File: src/rtl/hb_pkg.sv
package hb_pkg;

  // Which command currently holds the bridge
  typedef enum logic [1:0] {
    OWN_NONE = 2'd0,
    OWN_HI   = 2'd1,
    OWN_LO   = 2'd2
  } owner_e;

  // Strobes from control to datapath
  typedef struct packed {
    logic grantHi;
    logic grantLo;
  } gateStrb_t;

  localparam int UV_LOW_IDX  = 0;
  localparam int UV_HIGH_IDX = 1;
  localparam int UV_FLAGS    = 2;

endpackage

File: src/rtl/hb_cmd_ctrl.sv
module hb_cmd_ctrl
  import hb_pkg::*;
(
  input  logic      clk,
  input  logic      rst,
  input  logic      cmdHi,
  input  logic      cmdLo,
  input  logic      shutdown,
  output gateStrb_t strb
);

  logic   prevHi, prevLo;
  logic   sdHold;
  owner_e owner, ownerNext;
  logic   riseHi, riseLo, anyRise, blocked;

  assign riseHi  = cmdHi & ~prevHi;
  assign riseLo  = cmdLo & ~prevLo;
  assign anyRise = riseHi | riseLo;

  // Arbitration: a lone command takes ownership. With both high, the
  // current owner keeps it, and a simultaneous arrival goes to low side.
  always_comb begin
    ownerNext = OWN_NONE;
    unique case ({cmdHi, cmdLo})
      2'b10: ownerNext = OWN_HI;
      2'b01: ownerNext = OWN_LO;
      2'b11: ownerNext = (owner == OWN_HI) ? OWN_HI : OWN_LO;
      default: ownerNext = OWN_NONE;
    endcase
  end

  // Gates are blocked during shutdown and after it until a fresh edge
  assign blocked = shutdown | (sdHold & ~anyRise);

  always_comb begin
    strb.grantHi = ~blocked & (ownerNext == OWN_HI);
    strb.grantLo = ~blocked & (ownerNext == OWN_LO);
  end

  always_ff @(posedge clk) begin
    if (rst) begin
      prevHi <= 1'b0;
      prevLo <= 1'b0;
      sdHold <= 1'b0;
      owner  <= OWN_NONE;
    end else begin
      prevHi <= cmdHi;
      prevLo <= cmdLo;
      owner  <= ownerNext;
      if (shutdown)      sdHold <= 1'b1;
      else if (anyRise)  sdHold <= 1'b0;
    end
  end


  first_hi_wins_chk: assert property (@(posedge clk) disable iff (rst)
    ($past(cmdHi && !cmdLo) && cmdHi && cmdLo) |-> !strb.grantLo);


  first_lo_wins_chk: assert property (@(posedge clk) disable iff (rst)
    ($past(cmdLo && !cmdHi) && cmdHi && cmdLo) |-> !strb.grantHi);

endmodule

File: src/rtl/hb_gate_path.sv
module hb_gate_path
  import hb_pkg::*;
#(
  parameter int FILT_CYC = 1250
) (
  input  logic      clk,
  input  logic      rst,
  input  gateStrb_t strb,
  input  logic      uvLow,
  input  logic      uvHigh,
  output logic      gateHi,
  output logic      gateLo
);

  localparam int CW = (FILT_CYC < 2) ? 1 : $clog2(FILT_CYC);
  localparam logic [CW-1:0] LAST = CW'(FILT_CYC - 1);

  logic [UV_FLAGS-1:0] uvRaw;
  logic [UV_FLAGS-1:0] uvFilt;

  assign uvRaw[UV_LOW_IDX]  = uvLow;
  assign uvRaw[UV_HIGH_IDX] = uvHigh;

  // One persistence filter per flag, symmetric on set and clear
  for (genvar g = 0; g < UV_FLAGS; g++) begin : g_filt
    logic [CW-1:0] cnt;

    always_ff @(posedge clk) begin
      if (rst) begin
        cnt       <= '0;
        uvFilt[g] <= 1'b0;
      end else if (uvRaw[g] != uvFilt[g]) begin
        if (cnt == LAST) begin
          cnt       <= '0;
          uvFilt[g] <= uvRaw[g];
        end else begin
          cnt <= cnt + 1'b1;
        end
      end else begin
        cnt <= '0;
      end
    end


    filt_follows_raw_chk: assert property (@(posedge clk) disable iff (rst)
      (uvFilt[g] != $past(uvFilt[g])) |-> ($past(uvRaw[g]) == uvFilt[g]));
  end

  always_ff @(posedge clk) begin
    if (rst) begin
      gateHi <= 1'b0;
      gateLo <= 1'b0;
    end else begin
      gateLo <= strb.grantLo & ~uvFilt[UV_LOW_IDX];
      gateHi <= strb.grantHi & ~uvFilt[UV_LOW_IDX] & ~uvFilt[UV_HIGH_IDX];
    end
  end


  no_shoot_through_chk: assert property (@(posedge clk) disable iff (rst)
    !(gateHi && gateLo));


  low_uv_kills_both_chk: assert property (@(posedge clk) disable iff (rst)
    uvFilt[UV_LOW_IDX] |=> (!gateHi && !gateLo));


  high_uv_kills_hi_chk: assert property (@(posedge clk) disable iff (rst)
    uvFilt[UV_HIGH_IDX] |=> !gateHi);

endmodule

File: src/rtl/hb_gate_interlock.sv
module hb_gate_interlock
  import hb_pkg::*;
#(
  parameter int FILT_CYC = 1250
) (
  input  logic clk,
  input  logic rst,
  input  logic cmdHi,
  input  logic cmdLo,
  input  logic shutdown,
  input  logic uvLowSupply,
  input  logic uvHighSupply,
  output logic gateHi,
  output logic gateLo
);

  gateStrb_t strb;

  hb_cmd_ctrl u_ctrl (
    .clk      (clk),
    .rst      (rst),
    .cmdHi    (cmdHi),
    .cmdLo    (cmdLo),
    .shutdown (shutdown),
    .strb     (strb)
  );

  hb_gate_path #(.FILT_CYC(FILT_CYC)) u_path (
    .clk    (clk),
    .rst    (rst),
    .strb   (strb),
    .uvLow  (uvLowSupply),
    .uvHigh (uvHighSupply),
    .gateHi (gateHi),
    .gateLo (gateLo)
  );


  shutdown_off_chk: assert property (@(posedge clk) disable iff (rst)
    shutdown |=> (!gateHi && !gateLo));

endmodule

File: config.mk
export PLATFORM = sky130hd
export DESIGN_NAME = hb_gate_interlock
export DESIGN_NICKNAME = d
export VERILOG_FILES = /design/src/rtl/hb_pkg.sv /design/src/rtl/hb_cmd_ctrl.sv /design/src/rtl/hb_gate_path.sv /design/src/rtl/hb_gate_interlock.sv
export SDC_FILE = /design/constraint.sdc
export NUM_CORES = 1
export LEC_CHECK = 0
export BUFFER_PORTS_ARGS = -buffer_cell sky130_fd_sc_hd__buf_2
export CAP_MARGIN = 20
export CELL_PAD_IN_SITES_DETAIL_PLACEMENT = 2
export CELL_PAD_IN_SITES_GLOBAL_PLACEMENT = 2
export CORE_AREA = 2 2 60 62
export CTS_BUF_LIST = sky130_fd_sc_hd__clkbuf_8
export DETAILED_ROUTE_END_ITERATION = 12
export DIE_AREA = 0 0 62 64
export PLACE_DENSITY = 0.95
export REMOVE_ABC_BUFFERS = 1
export SYNTH_ARGS = -nofsm -noshare
export SYNTH_HDL_FRONTEND = slang
export SYNTH_SLANG_ARGS = --single-unit
File: constraint.sdc
create_clock -name clk -period 2.4 [get_ports clk]
set_input_delay 0.48 -clock clk [delete_from_list [all_inputs] [get_ports clk]]
set_output_delay 0.48 -clock clk [all_outputs]
set_load 0.05 [all_outputs]
==> parameters.txt, run 1 <==
Parameter                              Value

Route
  Via count normalized by instance count ... 5.62
  Total iterations of the first detailed-routing run ... 4
  Drt wl/cell ... roughly 18 um
  Post-DRT Antenna Nets ... 0
  Number of design-rule violations left by the first detailed-router iteration ... between 40 and 50
  Total number of vias ... 1135
  DRC Markers ... 0
  Total wirelength of the detailed-routed design ... between 3000 and 4000 um

Synth
  Ys Warns ... 0
  Post-synthesis cell type count ... 32
  Avg Cell Area, Syn ... a little under 10 um^2
  Count of flip-flops with a built-in enable after synthesis ... 0
  Share of synthesized registers carrying an async set or reset ... 0%
  Largest area contributor in the synthesized netlist ... sky130_fd_sc_hd__dfxtp_1
  Seq/Total Area, Yosys ... ~45%
  Largest cells by area after synthesis ... sky130_fd_sc_hd__dfxtp_1, sky130_fd_sc_hd__a211oi_1, sky130_fd_sc_hd__nand2b_1
  Number of flip-flops and latches in the synthesized netlist ... 31
  Area share of the leading cell type in the synthesized netlist ... around 45%
  Synthesized instance count ... ~140
  Synthesized area ... approximately 0.0014 mm^2
  Prevailing post-synth register cell ... sky130_fd_sc_hd__dfxtp_1

Clock network
  Clock input transition at the sequential cells of the worst setup and hold paths ... roughly 0.07 ns
  Clock sink count ... 31
  Library cell used as clock root buffer ... sky130_fd_sc_hd__clkbuf_8
  Worst skew pair latency ... 0.27 ns
  Post-CTS Hold Buffers ... 0
  Total CTS buffers ... 5
  CTS tree ... done
  Count of H-tree levels built during CTS ... 2
  Setup repair bufs after CTS ... 0
  Clk buf depth ... 2
  Gates resized, CTS repair ... 0

Setup path
  Worst endpoint data arrival time ... around 2.1 ns
  Classification of the worst setup path ... flip-flop to flip-flop
  Buffers & Inverters on Critical Path ... 1
  CP Cell Sequence ... ha_1, or4b_1, nor4_4, buf_4, nor3_1
  Nature of the critical path endpoint ... flip-flop
  Max Fanout on Critical Path ... 7
  Cell at the slowest stage of the critical path ... sky130_fd_sc_hd__or4b_1
  Gate family responsible for the most delay along the worst path ... simple AND/OR/NAND/NOR gates
  Required time reported for the critical path endpoint ... around 2.5 ns
  Crit path launch type ... flip-flop
  Delay contributed by the slowest stage of the critical path ... 0.50 ns

STA
  Clock tree skew after final layout ... 0.00545 ns
  Setup repair after global routing missed its margin ... no
  Slew @ Worst Pin ... between 0.5 and 0.6 ns
  Max frequency ... ~0.52 GHz
  Summed negative setup slack over all endpoints ... 0 ns
  Final max-slew violation count ... 0
  Time the worst path needs with I/O delays and setup ... 1.94 ns
  Final count of negative-setup-slack endpoints ... 0
  Slew headroom ... around three fifths
  Post-route fraction of the period consumed by the critical path ... between 80 and 90%
  Endpoints failing hold ... 0

Finish
  Layout overhead on the synthesized area ... 13.7%
  Fillcell total ... between 300 and 400
  Proportion of layout cells with a drive suffix above 1 ... around 13%
  Core occupancy in the finished layout ... between 40% and 50%
  Number of antenna diodes ... 0
  Commonest cells after routing, fill and taps aside ... sky130_fd_sc_hd__dfxtp_1, sky130_fd_sc_hd__nor3_1, sky130_fd_sc_hd__nand2b_1, sky130_fd_sc_hd__a211oi_1, sky130_fd_sc_hd__nand3_1
  Commonest non-fill, non-tap cell in the layout ... sky130_fd_sc_hd__dfxtp_1
  Number of nets at the end of the flow ... 166

Power
  NetSw ... roughly 220 uW
  Proportion of total power due to net switching ... 21.4%
  Internal cell power ... roughly 800 uW
  Total power per unit cell area ... between 600 and 700 mW/mm^2
  Clk pwr share ... a little over two fifths
  Share of power burned in combinational logic ... roughly 4.2%
  Power share of the sequential group ... 52.2%
  VDD IR max ... 0.345 mV
  Lkg Pwr ... 0.000514 uW

Floorplanning
  Number of I/O pins ... 9
  Initial Utilization ... between 40 and 50%
  Number of placement rows ... 21
  Die area ... 0.00397 mm^2
  Die height ... roughly 64 um
  Area of the placeable core ... approximately 0.0033 mm^2
  Die boundary width ... 62 um

Flow run
  Max-cap check violation count ... 0

Global route
  First-pass GRT wire length ... roughly 6400 um
  Antenna violations before repair ... 0
  Global-route usage over all layers ... 22.1%
  Largest net degree at the start of global routing ... 12
  Remaining Overflow, GRT ... 0
  Via count of the first global-routing pass ... approximately 1300

Place
  Count of port buffers added during placement ... 8
  Gpl congestion ... 0.683
  Post-detailed-placement half-perimeter wirelength ... about 2800 um

Hold path
  Type of the most critical hold path ... primary input to flip-flop

Status
  Outcome ... complete, no violations
[synthesized netlist by cell type (all sizes together) (2+ instances only)]
library cell	instances
or3	7
nor4	2
mux2i	2
nand4	5
a31oi	2
ha	4
nand2	3
dfxtp	31
or4b	2
o31ai	4
xnor2	2
buf	2
clkbuf	2
nand2b	10
or4	4
o21ai	7
nor2b	2
xor2	6
nand3	9
a211oi	11
nor3	11
inv	7
[final timing paths]
kind / from / cells after the start / slack, ns / end
setup / recovery: u_path.g_filt[0].cnt[0]$_SDFF_PP0_ / 5 / 0.46 / u_path.g_filt[0].cnt[2]$_SDFF_PP0_
hold / removal: rst / 2 / 0.49 / u_ctrl.prevHi$_SDFF_PP0_
setup reg to reg: u_path.g_filt[0].cnt[0]$_SDFF_PP0_ / 5 / 0.46 / u_path.g_filt[0].cnt[2]$_SDFF_PP0_
hold reg to reg: u_path.uvFilt[1]$_SDFFE_PP0P_ / 1 / 0.50 / u_path.gateHi$_SDFF_PP0_
[per-stage QoR]
stage	area, um^2	cells	total power (uW)	worst slack [ns]	hold slack [ns]
floorplan	1370	138	566	0.644	0.442
global placement	1480	194	579	0.599	0.471
detailed placement	1480	194	584	0.510	0.493
CTS	1580	202	1030	0.460	0.488
global route	1580	202	1060	0.385	0.515
finish	1580	202	1010	0.461	0.494
[worst reg2reg max path, cell delays in order, from the launching register on]
cell                      delay [ns]
sky130_fd_sc_hd__dfxtp_1        0.43
sky130_fd_sc_hd__ha_1           0.19
sky130_fd_sc_hd__or4b_1         0.50
sky130_fd_sc_hd__nor4_4         0.37
sky130_fd_sc_hd__buf_4          0.25
sky130_fd_sc_hd__nor3_1         0.07
[power groups by stage]
stage | Clock [uW] | Sequential (uW) | Combinational, uW
finish | 442 | 530 | 42.9
global route | 481 | 531 | 48.9
CTS | 453 | 530 | 44.0
detailed placement | 0 | 541 | 42.7
global placement | 0 | 540 | 38.5
floorplan | 0 | 544 | 21.8
[cells by family (layout without fill, tap and decap cells)]
family | after synthesis | in the layout | synth area share (%)
adders and majority gates | 4 | 4 | 3.61
muxes | 2 | 2 | 1.44
xor gates and xnor gates | 8 | 8 | 5.05
DFF | 31 | 31 | 44.7
buffers and inverters | 11 | 25 | 3.52
and+or+nand+nor | 59 | 59 | 28.0
AOI/OAI and AO/OA | 27 | 27 | 13.6
[routing by layer]
metal	global-route usage [%]	wire length (um)
met5	0	0
met4	5.59	36
met3	3.64	35
met2	41.7	2180
met1	24.1	1480
[cell type report]
cell class	count	area [um^2]	share of cell area (%)
Clock buffer	7	96.3	6.11
Clock inverter	1	3.75	0.238
Inverter	7	26.3	1.67
Multi-Input combinational cell	100	718	45.5
Sequential cell	31	621	39.3
Tap cell	46	57.6	3.65
Timing Repair Buffer	10	55.1	3.49
[state kept, by name (all words and copies together), names as in the netlist]
register / flops
u_path.g_filt.cnt: 22
u_path.uvFilt: 2
u_ctrl.prevLo: 1
u_path.gateHi: 1
u_ctrl.prevHi: 1
u_ctrl.owner: 2
u_path.gateLo: 1
u_ctrl.sdHold: 1
(Power assumes the default switching activity.)
==> inputs of run 2 (changes only) <==
--- a/config.mk
+++ b/config.mk
@@ -9,11 +9,11 @@
 export CAP_MARGIN = 20
 export CELL_PAD_IN_SITES_DETAIL_PLACEMENT = 2
 export CELL_PAD_IN_SITES_GLOBAL_PLACEMENT = 2
-export CORE_AREA = 2 2 60 62
+export CORE_AREA = 2 2 62 64
 export CTS_BUF_LIST = sky130_fd_sc_hd__clkbuf_8
 export DETAILED_ROUTE_END_ITERATION = 12
-export DIE_AREA = 0 0 62 64
-export PLACE_DENSITY = 0.95
+export DIE_AREA = 0 0 64 66
+export PLACE_DENSITY = 0.92
 export REMOVE_ABC_BUFFERS = 1
 export SYNTH_ARGS = -nofsm -noshare
 export SYNTH_HDL_FRONTEND = slang
==> constraint.sdc (replaced) <==
create_clock -name clk -period 2 [get_ports clk]
set_input_delay 0.4 -clock clk [delete_from_list [all_inputs] [get_ports clk]]
set_output_delay 0.4 -clock clk [all_outputs]
set_load 0.05 [all_outputs]
==> parameters.txt, run 2 (synthesized netlist as in run 1, its figures left out) <==
Parameter                              Value

STA
  Setup repair after global routing missed its margin ... no
  Final count of negative-setup-slack endpoints ... 0 (unchanged)
  Endpoints failing hold ... 0 (unchanged)
  Summed negative setup slack over all endpoints ... 0 ns (unchanged)
  Final setup slack of the worst path ... 0.322 ns (-0.139 ns)
  Clock tree skew after final layout ... 0.00362 ns (-0.00183 ns)
  Final max-slew violation count ... 0 (unchanged)
  Slew @ Worst Pin ... 0.484 ns (-0.100 ns)
  Post-route fraction of the period consumed by the critical path ... 83.9% (+3.1 points)
  Time the worst path needs with I/O delays and setup ... 1.68 ns (-0.261 ns)
  Slew headroom ... 67.7% (+7.0 points)
  Max frequency ... 0.596 GHz (+16%)

Clock network
  Worst skew pair latency ... 0.28 ns (about the same)
  Setup repair bufs after CTS ... 0 (unchanged)
  Clock sink count ... 31 (unchanged)
  Gates resized, CTS repair ... 0 (unchanged)
  Total CTS buffers ... 5 (unchanged)
  Clock input transition at the sequential cells of the worst setup and hold paths ... 0.06 ns (about the same)
  Count of H-tree levels built during CTS ... 2 (unchanged)
  Library cell used as clock root buffer ... sky130_fd_sc_hd__clkbuf_8
  CTS tree ... done
  Clk buf depth ... 2 (unchanged)
  Post-CTS Hold Buffers ... 0 (unchanged)

Floorplanning
  Area of the placeable core ... 0.00355 mm^2 (+8.1%)
  Die boundary width ... 64 um (+3.2%)
  Die area ... 0.00422 mm^2 (+6.5%)
  Number of placement rows ... 22 (+4.8%)
  Initial Utilization ... 39.1% (-3.2 points)
  Number of I/O pins ... 9 (unchanged)
  Die height ... 66 um (+3.1%)

Hold path
  Type of the most critical hold path ... primary input to flip-flop

Setup path
  Classification of the worst setup path ... flip-flop to flip-flop
  Worst endpoint data arrival time ... 1.89 ns (-0.19 ns)
  Required time reported for the critical path endpoint ... 2.21 ns (-0.33 ns)
  Nature of the critical path endpoint ... flip-flop
  Reg-to-reg setup timing slack ... 0.32 ns (-0.14 ns)
  Max Fanout on Critical Path ... 6 (-1)
  Crit path launch type ... flip-flop

Global route
  Via count of the first global-routing pass ... 1266 (-1.9%)
  Antenna violations before repair ... 0 (unchanged)
  Global-route usage over all layers ... 20.4% (-1.7 points)
  Gr busiest metal ... met2
  Grt met3 use ... 5.62% (+2.0 points)
  Remaining Overflow, GRT ... 0 (unchanged)
  GR Layer Usage met2 ... 38.0% (-3.6 points)
  Largest net degree at the start of global routing ... 12 (unchanged)
  Met1 layer usage reported by global route ... 22.1% (-2.0 points)
  First-pass GRT wire length ... 6440 um (+0.11%)

Route
  Total number of vias ... 1120 (-1.3%)
  DRC Markers ... 0 (unchanged)
  Drt wl/cell ... 17.9 um (-3.2%)
  Post-DRT Antenna Nets ... 0 (unchanged)
  Total wirelength of the detailed-routed design ... 3680 um (-1.3%)
  Number of design-rule violations left by the first detailed-router iteration ... 29 (-29%)
  Via count normalized by instance count ... 5.44 (-3.2%)
  Total iterations of the first detailed-routing run ... 4 (unchanged)

Finish
  Biggest registers after layout ... u_path.g_filt.cnt (22), u_ctrl.owner (2), u_path.uvFilt (2)
  Commonest cells after routing, fill and taps aside ... sky130_fd_sc_hd__dfxtp_1, sky130_fd_sc_hd__nor3_1, sky130_fd_sc_hd__nand2b_1, sky130_fd_sc_hd__a211oi_1
  Number of antenna diodes ... 0 (unchanged)
  Flip-flop count of the largest register after layout ... 22 (unchanged)
  Layout overhead on the synthesized area ... 13.6% (about the same)
  Fin cells ... 206 (+2.0%)
  Commonest non-fill, non-tap cell in the layout ... sky130_fd_sc_hd__dfxtp_1
  Proportion of layout cells with a drive suffix above 1 ... 13.9% (+0.46 points)
  Area of all sequential standard cells ... 621 um^2 (unchanged)
  Number of nets at the end of the flow ... 168 (+1.2%)
  Top register by number of flip-flops ... u_path.g_filt.cnt
  Fillcell total ... 389 (+12%)
  Area of the multi-input gates ... 718 um^2 (unchanged)

Place
  Pre-CTS WS ... 0.339 ns (-0.170 ns)
  Gpl congestion ... 0.785 (+15%)
  Number of cells after detailed placement ... 198 (+2.1%)
  Count of port buffers added during placement ... 8 (unchanged)
  Post-detailed-placement half-perimeter wirelength ... 2750 um (-2.0%)

Power
  Total power per unit cell area ... 728 mW/mm^2 (+13%)
  Lkg Pwr ... 0.000519 uW (+1.1%)
  VDD IR max ... 0.380 mV (+10%)

Status
  Outcome ... complete, no violations

Flow run
  Max-cap check violation count ... 0 (unchanged)
-- run 2: cell count changes in the layout (fill, tap and decap cells not counted), sizes merged --
cell,delta
buf,+2
clkbuf,-2
inv,+1
clkinv,+1
-- run 2: through the flow --
stage	area (um^2)	hold WS, ns	power (uW)	utilization [%]
4_1_cts	1580	0.353	1170	44.4
6_report	1580	0.355	1150	44.4
2_1_floorplan	1370	0.442	679	-
5_1_grt	1580	0.378	1200	44.4
3_3_place_gp	1500	0.473	694	42.1
3_5_place_dp	1500	0.493	701	42.1
-- run 2: area by class of cell --
class	count	area share [%]
clock buffer	5	4.37
clock inverter	3	0.794
inverter	7	1.67
multi-input combinational	100	45.6
sequential	31	39.4
tap	48	3.81
timing repair buffer	12	4.44
-- run 2: worst paths after layout --
check,startpoint,end,cells after the start
max,u_path.g_filt[0].cnt[0]$_SDFF_PP0_,u_path.uvFilt[0]$_SDFFE_PP0P_,5
min,shutdown,u_ctrl.sdHold$_SDFFE_PP0P_,3
max reg2reg,u_path.g_filt[0].cnt[0]$_SDFF_PP0_,u_path.uvFilt[0]$_SDFFE_PP0P_,5
min reg2reg,u_path.uvFilt[1]$_SDFFE_PP0P_,u_path.gateHi$_SDFF_PP0_,1
-- run 2: metal layers --
layer,vias up,part of all wire (%),routed length [um]
li1,554,-,-
met1,552,41,1520
met2,8,55,2020
met3,6,2.4,87
met4,0,1.6,59
met5,-,0,0
-- run 2: where the power goes --
part	internal [uW]	switching, uW	leakage, uW	total [uW]
Clock	233	227	0.0000505	460
Sequential	628	7.57	0.000252	636
Combinational	19.4	31.5	0.000217	50.9
-- run 2: worst max-delay path, cell delays in order, from the launching register on --
cell and delay [ns]:
sky130_fd_sc_hd__dfxtp_1 0.40, sky130_fd_sc_hd__ha_1 0.17, sky130_fd_sc_hd__or4b_1 0.48, sky130_fd_sc_hd__nor4_4 0.18, sky130_fd_sc_hd__buf_4 0.20, sky130_fd_sc_hd__mux2i_1 0.18
==> inputs of run 3 (changes only) <==
--- a/config.mk
+++ b/config.mk
@@ -9,11 +9,11 @@
 export CAP_MARGIN = 20
 export CELL_PAD_IN_SITES_DETAIL_PLACEMENT = 2
 export CELL_PAD_IN_SITES_GLOBAL_PLACEMENT = 2
-export CORE_AREA = 2 2 62 64
+export CORE_AREA = 2 2 66 68
 export CTS_BUF_LIST = sky130_fd_sc_hd__clkbuf_8
 export DETAILED_ROUTE_END_ITERATION = 12
-export DIE_AREA = 0 0 64 66
-export PLACE_DENSITY = 0.92
+export DIE_AREA = 0 0 68 70
+export PLACE_DENSITY = 0.86
 export REMOVE_ABC_BUFFERS = 1
 export SYNTH_ARGS = -nofsm -noshare
 export SYNTH_HDL_FRONTEND = slang
==> constraint.sdc (replaced) <==
create_clock -name clk -period 1.43 [get_ports clk]
set_input_delay 0.286 -clock clk [delete_from_list [all_inputs] [get_ports clk]]
set_output_delay 0.286 -clock clk [all_outputs]
set_load 0.05 [all_outputs]
==> parameters.txt, run 3 (synthesized netlist as in run 1, its figures left out) <==
Parameter                              Value

Power
  NetSw ... 435 uW (+64%)
  Clk pwr share ... 48.2% (+8.1 points)
  Power share of the sequential group ... 46.3% (-9.1 points)
  Proportion of total power due to net switching ... 22.6% (-0.54 points)
  Total power per unit cell area ... 970 mW/mm^2 (+33%)
  VDD IR max ... 0.416 mV (+9.5%)
  Internal cell power ... 1490 uW (+69%)
  Lkg Pwr ... 0.000683 uW (+31%)
  Share of power burned in combinational logic ... 5.5% (+1.1 points)

Place
  Post-detailed-placement half-perimeter wirelength ... 3080 um (+12%)
  Placed cell areas ... 0.00164 mm^2 (+9.9%)
  Number of cells after detailed placement ... 221 (+12%)
  Count of port buffers added during placement ... 8 (unchanged)
  Gpl congestion ... 0.759 (-3.3%)

Route
  Total wirelength of the detailed-routed design ... 4920 um (+34%)
  Number of design-rule violations left by the first detailed-router iteration ... 36 (+24%)
  DRC Markers ... 0 (unchanged)
  Drt wl/cell ... 20.9 um (+17%)
  Total number of vias ... 1256 (+12%)
  Total iterations of the first detailed-routing run ... 4 (unchanged)
  Via count normalized by instance count ... 5.34 (-1.7%)
  Post-DRT Antenna Nets ... 0 (unchanged)

Finish
  Fillcell total ... 434 (+12%)
  Post-route cell area ... 0.00198 mm^2 (+26%)
  Proportion of layout cells with a drive suffix above 1 ... 45.4% (+31 points)
  Commonest non-fill, non-tap cell in the layout ... sky130_fd_sc_hd__buf_4
  Flip-flop count of the largest register after layout ... 22 (unchanged)
  Top register by number of flip-flops ... u_path.g_filt.cnt
  Biggest registers after layout ... u_path.g_filt.cnt (22), u_ctrl.owner (2), u_path.uvFilt (2)
  Commonest cells after routing, fill and taps aside ... sky130_fd_sc_hd__buf_4, sky130_fd_sc_hd__dfxtp_1, sky130_fd_sc_hd__nand2b_1
  Number of antenna diodes ... 0 (unchanged)
  Layout overhead on the synthesized area ... 42.7%
  Number of nets at the end of the flow ... 193 (+15%)
  Fin cells ... 235 (+14%)

Clock network
  Library cell used as clock root buffer ... sky130_fd_sc_hd__clkbuf_8
  Clock input transition at the sequential cells of the worst setup and hold paths ... 0.07 ns (about the same)
  CTS tree ... done
  Post-CTS Hold Buffers ... 0 (unchanged)
  Total CTS buffers ... 5 (unchanged)
  Count of H-tree levels built during CTS ... 2 (unchanged)
  Clk buf depth ... 2 (unchanged)
  Worst skew pair latency ... 0.29 ns (about the same)
  Clock sink count ... 31 (unchanged)

Global route
  Largest net degree at the start of global routing ... 12 (unchanged)
  Grt met3 use ... 4.83% (-0.79 points)
  Global-route usage over all layers ... 20.7% (+0.31 points)
  GR Layer Usage met2 ... 39.2% (+1.1 points)
  Met1 layer usage reported by global route ... 21.0% (-1.1 points)
  Remaining Overflow, GRT ... 0 (unchanged)
  First-pass GRT wire length ... 7070 um (+9.9%)
  Antenna violations before repair ... 0 (unchanged)
  Gr busiest metal ... met2
  Via count of the first global-routing pass ... 1394 (+10%)

Floorplanning
  Number of I/O pins ... 9 (unchanged)
  Number of placement rows ... 24 (+9.1%)
  Die area ... 0.00476 mm^2 (+13%)
  Die boundary width ... 68 um (+6.3%)
  Area of the placeable core ... 0.00414 mm^2 (+17%)
  Die height ... 70 um (+6.1%)
  Initial Utilization ... 33.5% (-5.6 points)

Setup path
  Required time reported for the critical path endpoint ... 1.58 ns (-0.63 ns)
  Reg2Reg Depth ... 5 (unchanged)
  Max Fanout on Critical Path ... 5 (-1)
  Reg-to-reg setup timing slack ... -0.24 ns (-0.56 ns)
  Worst endpoint data arrival time ... 1.82 ns (-0.07 ns)
  Crit path launch type ... flip-flop
  Reg-to-Reg Start ... u_path.g_filt[0].cnt[0]$_SDFF_PP0_
  Classification of the worst setup path ... flip-flop to flip-flop
  Worst r2r dst ... u_path.g_filt[0].cnt[3]$_SDFF_PP0_
  Nature of the critical path endpoint ... flip-flop

STA
  Final max-slew violation count ... 0 (unchanged)
  Time the worst path needs with I/O delays and setup ... 1.67 ns (-0.00923 ns)
  Endpoints failing hold ... 0 (unchanged)
  Setup repair after global routing missed its margin ... yes
  Max frequency ... 0.599 GHz (+0.55%)
  Final count of negative-setup-slack endpoints ... 23 (+23)
  Post-route fraction of the period consumed by the critical path ... 117% (+33 points)
  Clock tree skew after final layout ... 0.00657 ns (+0.00295 ns)
  Slew @ Worst Pin ... 0.627 ns (+0.143 ns)
  Final setup slack of the worst path ... -0.238 ns (-0.561 ns)
  Slew headroom ... 58.2% (-9.5 points)

Hold path
  Number of cells on the worst hold path ... 3 (unchanged)
  Type of the most critical hold path ... primary input to flip-flop
  Source of the worst hold timing path ... shutdown
  WHS Endpoint ... u_ctrl.sdHold$_SDFFE_PP0P_

Status
  Outcome ... finished with violations
  Violated checks ... negative setup slack

Flow run
  Max-cap check violation count ... 0 (unchanged)
-- run 3: what timing repair did --
action	in CTS	in global routing
setup buffers	2	3
pin swaps	3	4
endpoints found under the setup margin	23	24
resized for setup	24	22
gates cloned	1	0
-- run 3: worst max path at each step --
stage | slack [ns] | endpoint | from
6_report | -0.24 | u_path.g_filt[0].cnt[3]$_SDFF_PP0_ | u_path.g_filt[0].cnt[0]$_SDFF_PP0_
5_1_grt | -0.29 | u_path.g_filt[0].cnt[8]$_SDFF_PP0_ | u_path.g_filt[0].cnt[1]$_SDFF_PP0_
2_1_floorplan | -0.33 | u_path.uvFilt[1]$_SDFFE_PP0P_ | u_path.g_filt[1].cnt[4]$_SDFF_PP0_
4_1_cts | -0.16 | u_path.g_filt[0].cnt[6]$_SDFF_PP0_ | u_path.g_filt[0].cnt[1]$_SDFF_PP0_
3_3_place_gp | -0.1 | u_path.uvFilt[0]$_SDFFE_PP0P_ | u_path.g_filt[0].cnt[0]$_SDFF_PP0_
3_5_place_dp | -0.19 | u_path.uvFilt[0]$_SDFFE_PP0P_ | u_path.g_filt[0].cnt[0]$_SDFF_PP0_
-- run 3: metrics by stage --
step | setup TNS (ns) | hold WS (ns) | utilization (%) | worst slack (ns) | total power (uW)
6_report | -3.05 | 0.275 | 47.8 | -0.238 | 1920
5_1_grt | -4.39 | 0.289 | 47.8 | -0.292 | 1990
4_1_cts | -1.94 | 0.270 | 45.1 | -0.162 | 1920
3_5_place_dp | -2.71 | 0.493 | 39.6 | -0.186 | 992
3_3_place_gp | -1.11 | 0.463 | 39.6 | -0.0980 | 982
2_1_floorplan | -4.92 | 0.358 | - | -0.326 | 949
-- run 3: power by group through the flow --
stage | logic [uW] | clock network, uW | registers, uW
2_1_floorplan | 36.6 | 0 | 913
3_3_place_gp | 78.0 | 0 | 904
3_5_place_dp | 85.7 | 0 | 907
4_1_cts | 95.3 | 933 | 888
5_1_grt | 115 | 986 | 890
6_report | 107 | 926 | 889
-- run 3: cell type report --
| cell class | count | area, um^2 | share of cell area, % |
|---|---|---|---|
| clock inverter | 2 | 35.0 | 1.77 |
| clock buffer | 6 | 82.6 | 4.17 |
| multi-input combinational | 100 | 873 | 44.1 |
| tap | 52 | 65.1 | 3.28 |
| sequential | 31 | 633 | 32.0 |
| timing repair buffer | 37 | 265 | 13.4 |
| inverter | 7 | 26.3 | 1.33 |
-- run 3: layer usage --
layer	routed length (um)	up-vias
met4	88	0
met5	0	-
li1	-	608
met1	1910	633
met2	2860	9
met3	64	6
-- run 3: worst max-delay path, cell delays in order (launching register included) --
cell	delay [ns]
sky130_fd_sc_hd__dfxtp_4	0.39
sky130_fd_sc_hd__ha_4	0.13
sky130_fd_sc_hd__or4b_4	0.47
sky130_fd_sc_hd__nor4_4	0.23
sky130_fd_sc_hd__buf_4	0.23
sky130_fd_sc_hd__nor3_1	0.08
